<file path="config.mk">
export PLATFORM = sky130hd
export DESIGN_NAME = dds_split_tone
export DESIGN_NICKNAME = d
export VERILOG_FILES = /design/src/rtl/dds_pkg.sv /design/src/rtl/dds_group_timer.sv /design/src/rtl/dds_tune_shadow.sv /design/src/rtl/dds_split_acc.sv /design/src/rtl/dds_sine_rom.sv /design/src/rtl/dds_split_tone.sv
export SDC_FILE = /design/constraint.sdc
export NUM_CORES = 1
export LEC_CHECK = 0
export ABC_AREA = 0
export ABC_CLOCK_PERIOD_IN_PS = 2200
export BUFFER_PORTS_ARGS = -buffer_cell sky130_fd_sc_hd__clkbuf_2
export CORE_UTILIZATION = 58
export DETAILED_ROUTE_END_ITERATION = 6
export PLACE_DENSITY = 0.8
export SLEW_MARGIN = 20
export SYNTH_ARGS = -nofsm -noshare
export SYNTH_HDL_FRONTEND = slang
export SYNTH_SLANG_ARGS = --single-unit
</file>
<file path="constraint.sdc">
create_clock -name clk -period 2.2 [get_ports clk]
set_input_delay 0.22 -clock clk [delete_from_list [all_inputs] [get_ports clk]]
set_output_delay 0.22 -clock clk [all_outputs]
set_load 0.1 [all_outputs]
</file>
<file path="src/rtl/dds_pkg.sv">
package dds_pkg;

    localparam int ACC_W    = 32;
    localparam int IDX_W    = 8;
    localparam int LO_W     = ACC_W - IDX_W;
    localparam int ENTRY_W  = 8;
    localparam int CODE_W   = 3;
    localparam int TBL_LEN  = 1 << IDX_W;
    localparam int GRP_LEN  = 32;

    // half-step lead preloaded into the fractional half at reset
    localparam logic [LO_W-1:0] LEAD_OFS = LO_W'(1) << (LO_W - 1);

    typedef struct packed {
        logic [IDX_W-1:0] hi;
        logic [LO_W-1:0]  lo;
    } phase_t;

    typedef logic [ENTRY_W-1:0] rom_t [TBL_LEN];

    function automatic rom_t build_rom();
        rom_t r;
        real  amp;
        real  v;
        int   q;
        amp = (2.0 ** ENTRY_W - 1.0) / 2.0;
        for (int i = 0; i < TBL_LEN; i++) begin
            v = amp + amp * $sin(2.0 * 3.141592653589793 * i / TBL_LEN);
            q = $rtoi(v + 0.5);
            if (q > (1 << ENTRY_W) - 1) q = (1 << ENTRY_W) - 1;
            if (q < 0) q = 0;
            r[i] = ENTRY_W'(q);
        end
        return r;
    endfunction

endpackage

</file>
<file path="src/rtl/dds_group_timer.sv">
module dds_group_timer #(
    parameter int GRP_LEN = dds_pkg::GRP_LEN
) (
    input  logic clk,
    input  logic rst,
    output logic last
);
    localparam int CNT_W = (GRP_LEN > 1) ? $clog2(GRP_LEN) : 1;
    localparam logic [CNT_W-1:0] CNT_MAX = CNT_W'(GRP_LEN - 1);

    logic [CNT_W-1:0] cnt_q;

    always_ff @(posedge clk) begin
        if (rst)                cnt_q <= '0;
        else if (cnt_q == CNT_MAX) cnt_q <= '0;
        else                    cnt_q <= cnt_q + 1'b1;
    end

    assign last = (cnt_q == CNT_MAX);
endmodule

</file>
<file path="src/rtl/dds_tune_shadow.sv">
module dds_tune_shadow
    import dds_pkg::*;
(
    input  logic   clk,
    input  logic   rst,
    input  phase_t word_in,
    input  logic   word_load,
    input  logic   boundary,
    output phase_t word_act,
    output logic   over_half
);
    phase_t shadow_q;
    phase_t active_q;
    logic   pend_q;

    always_ff @(posedge clk) begin
        if (rst) begin
            shadow_q <= '0;
            active_q <= '0;
            pend_q   <= 1'b0;
        end else begin
            if (boundary && pend_q) active_q <= shadow_q;
            if (word_load) begin
                shadow_q <= word_in;
                pend_q   <= 1'b1;
            end else if (boundary) begin
                pend_q   <= 1'b0;
            end
        end
    end

    assign word_act  = active_q;
    assign over_half = active_q.hi[IDX_W-1];
endmodule

</file>
<file path="src/rtl/dds_split_acc.sv">
module dds_split_acc
    import dds_pkg::*;
(
    input  logic             clk,
    input  logic             rst,
    input  phase_t           start_ph,
    input  phase_t           step,
    output logic [IDX_W-1:0] index,
    output logic             carry_late
);
    logic [LO_W-1:0]  lo_q;
    logic [IDX_W-1:0] hi_q;
    logic             cy_q;
    logic [LO_W:0]    lo_sum;

    assign lo_sum = {1'b0, lo_q} + {1'b0, step.lo};

    always_ff @(posedge clk) begin
        if (rst) begin
            lo_q <= start_ph.lo + LEAD_OFS;
            hi_q <= start_ph.hi;
            cy_q <= 1'b0;
        end else begin
            lo_q <= lo_sum[LO_W-1:0];
            // carry from the previous addition enters now; overflow is dropped
            hi_q <= hi_q + step.hi + IDX_W'(cy_q);
            cy_q <= lo_sum[LO_W];
        end
    end

    assign index      = hi_q;
    assign carry_late = cy_q;
endmodule

</file>
<file path="src/rtl/dds_sine_rom.sv">
module dds_sine_rom
    import dds_pkg::*;
(
    input  logic [IDX_W-1:0]  index,
    output logic [CODE_W-1:0] code
);
    localparam rom_t ROM = build_rom();

    generate
        if (CODE_W <= ENTRY_W) begin : g_trunc
            assign code = ROM[index][ENTRY_W-1 -: CODE_W];
        end else begin : g_wide
            assign code = {ROM[index], {(CODE_W-ENTRY_W){1'b0}}};
        end
    endgenerate
endmodule

</file>
<file path="src/rtl/dds_split_tone.sv">
module dds_split_tone
    import dds_pkg::*;
#(
    parameter int GROUP = GRP_LEN
) (
    input  logic              clk,
    input  logic              rst,
    input  logic [ACC_W-1:0]  tw_in,
    input  logic              tw_load,
    input  logic [ACC_W-1:0]  phase_ofs,
    output logic [CODE_W-1:0] code_out,
    output logic              grp_end,
    output logic              alias_warn
);
    phase_t           act_word;
    logic [IDX_W-1:0] idx_q;
    logic             carry_q;

    dds_group_timer #(.GRP_LEN(GROUP)) u_timer (
        .clk  (clk),
        .rst  (rst),
        .last (grp_end)
    );

    dds_tune_shadow u_tune (
        .clk       (clk),
        .rst       (rst),
        .word_in   (phase_t'(tw_in)),
        .word_load (tw_load),
        .boundary  (grp_end),
        .word_act  (act_word),
        .over_half (alias_warn)
    );

    dds_split_acc u_acc (
        .clk        (clk),
        .rst        (rst),
        .start_ph   (phase_t'(phase_ofs)),
        .step       (act_word),
        .index      (idx_q),
        .carry_late (carry_q)
    );

    dds_sine_rom u_rom (
        .index (idx_q),
        .code  (code_out)
    );
endmodule

</file>
==> results.yml <==
run_status:
  outcome: "completed"
setup_path:
  worst_setup_path_end_kind: "output pin"
  path_class: "reg2out"
  worstPathRequired_ns: 1.98
  critical_path.max_fanout: 7
  crit_arrival_ns: 1.92
  crit_path_start_kind: "register"
cts:
  numCtsBuffers: 9
  clk_pin_slew_ns: 0.10
  holdBufCountCts: 0
  cts_tree: "yes"
  ctsLongestPathBuffers: 2
  htreeDepth: 3
  cts-root-buf: "clkbuf_8"
  numClockSinks: 103
  clk_latency_ns: 0.37
grt:
  track_usage_pct: 25.5
  grt_max_degree: 35
  antenna_found_initial: 0
  overflow: 0
  first_global_vias: 4456
  grt_pass1_wl_mm: 19.9
synth:
  synth.top_cells.by_count: "125 x nand2_1, 103 x dfxtp_1, 60 x a21oi_1"
  synth_compound_area_share_pct: 19.0
  synth.most_common_cell: "nand2_1"
  syn_inst: 628
  yosysWarningCount: 0
  synthArstFlopShare_pct: 0
  synth-xor-area-share_pct: 3.35
  synth.area.top_cells: "dfxtp_1 39%, nand2_1 9.0%, ha_1 7.7%, mux2i_1 6.5%, a21oi_1 5.7%"
  ys.flop_type: "dfxtp_1"
  yosys.area_share.simple_pct: 18.1
  synth.net_count: 730
  synthDistinctLibCells: 60
  synth_top_area_cell: "dfxtp_1"
  syn-cell-area_sq_um: 5230
  synth_top_area_share_pct: 39.5
  synth_edf_count: 0
  synth_fa_ha_area_share_pct: 8.81
  avgSynthCellArea_sq_um: 8.32
  ys_ff_latch: 103
  seq_area_frac_synth_pct: 39.5
  synthMuxAreaShare_pct: 7.16
  synth_top_family_by_area: "compound AO/OA/AOI/OAI gates"
die:
  io_pins: 72
  dieWidth_microns: 96.9
  start_util_pct: 59.9
  dieArea_sq_um: 9390
  dieHeight_microns: 96.9
  core_area_sq_um: 8720
  rows: 34
flow_run:
  max_cap_viol_count: 0
finish:
  area_delta_synth_final_pct: 15.6
  nets: 794
  final_cells: 805
  antenna_cells: 0
  final_util_pct: 69.3
  fill_cells: 706
  drive_above_1_share_pct: 20.9
detailed_routing:
  drt_pre_antenna_iters: 4
  wire_per_inst_microns: 14.9
  drt_iter0_markers: 135
  routed_via_density: 5.74
  dr_total_vias: 4620
  routed_wl_mm: 12.0
  ant_nets: 0
  drc: 0
timing:
  slew_viol_final: 0
  period_share_pct: 97.4
  setup_violations: 0
  min_period_ns: 2.14
  max_freq_mhz: 466
  relSlewSlack_pct: 61.1
  finalHoldViolCount: 0
  fin_skew_ns: 0.0152
  tightestPinTransition_ns: 0.584
power:
  ir_worst_vdd_uv: 374
  power_density_nw_per_um2: 630
  p_leak_nw: 2.63
placed_design:
  globalplace.congestion: 0.903
  hpwl_mm: 8.50
  io_buffers: 71
  dp.cells: 785
worst_hold_path:
  min_path_type: "in2reg"
==> final cells by class <==
class / instances / area [sq um] / share of cell area (%)
clock inverters: 7 / 61.3 / 1.02
inverters: 15 / 56.3 / 0.932
well taps: 108 / 135 / 2.24
multi-input cells: 473 / 3070 / 50.8
flip-flops and latches: 103 / 2070 / 34.3
clock buffers: 9 / 124 / 2.05
repair buffers: 90 / 528 / 8.74
==> power breakdown <==
part	switching [mW]	internal [mW]	leakage, nW
clock	0.711	0.436	0.0940
sequential	0.0676	1.96	0.850
combinational	0.371	0.258	1.68
total	1.15	2.66	2.63
==> metrics by stage <==
step / setup WS, ns / total power, mW / hold slack, ns / TNS [ns] / area [sq um]
final: 0.0563 / 3.81 / 0.0492 / 0 / 6040
after global routing: -0.0359 / 3.97 / 0.0579 / -0.0591 / 6040
after CTS: 0.00939 / 3.80 / 0.0456 / 0 / 5940
after detailed placement: -0.0217 / 2.66 / 0.425 / -0.0217 / 5720
after global placement: 0.0178 / 2.63 / 0.422 / 0 / 5720
after floorplan: 0.112 / 2.50 / 0.328 / 0 / 5260
==> sequential cells by signal (all words and copies together) (netlist names) <==
| register | flops |
|---|---|
| u_acc.carry_late | 1 |
| u_acc.lo_q | 24 |
| u_tune.over_half | 1 |
| u_tune.word_act | 31 |
| u_tune.shadow_q | 32 |
| u_acc.index | 8 |
| u_timer.cnt_q | 5 |
| u_tune.pend_q | 1 |
==> cell usage in the layout, fill, tap and decap left out, types with 3 or more instances in the layout <==
cell / n
o21ai_0: 28
ha_1: 30
nor2_1: 55
nand3_1: 10
clkbuf_2: 67
nor3_1: 11
xor2_1: 8
o21ai_1: 6
o21a_1: 5
and2_1: 4
a21oi_2: 6
clkbuf_8: 9
nand4_1: 3
mux2i_1: 34
a31oi_1: 4
o211ai_1: 3
mux2_2: 3
xnor2_1: 12
o31ai_1: 4
dfxtp_1: 99
a21oi_1: 57
a21o_1: 9
buf_4: 20
dfxtp_2: 3
and3_1: 5
inv_1: 14
nand2_1: 125
==> path summary, 6_finish.rpt <==
path	start	to	slack, ns	depth (start not counted)
max	u_acc.index[3]	code_out[0]	0.06	6
min	phase_ofs[15]	u_acc.lo_q[15]	0.05	3
max reg2reg	u_acc.lo_q[0]	u_acc.carry_late	0.07	9
min reg2reg	u_tune.shadow_q[11]	u_tune.word_act[11]	0.46	2
==> logic make-up (layout without fill, tap and decap cells) <==
logic type | count (synthesis) | in the layout
fa+ha+maj | 35 | 35
mux | 37 | 37
xor+xnor | 20 | 20
compound gates | 157 | 157
flops | 103 | 103
buf+inv | 52 | 121
simple gates | 224 | 224
==> per-layer routing <==
metal	track usage [%]	routed length [microns]	up-vias
met5	0	0	-
met2	45.4	5980	130
met4	8.50	215	0
met1	31.8	5300	2154
li1	-	-	2314
met3	2.82	475	22
==> critical path: stages, from the launching register on <==
cell and delay (ns):
dfxtp_1 0.39, a21oi_1 0.19, nand2_1 0.11, a31oi_1 0.23, o22ai_2 0.15, o31ai_4 0.26, buf_8 0.23
==> what timing repair did <==
item                                    in CTS  in global routing
cloned                                       0                  0
resized for setup                            8                 21
buffers inserted                             0                  4
endpoints found under the setup margin       5                 15
pin swaps                                    4                  7
Note: power is estimated with default switching activity, not from simulation.
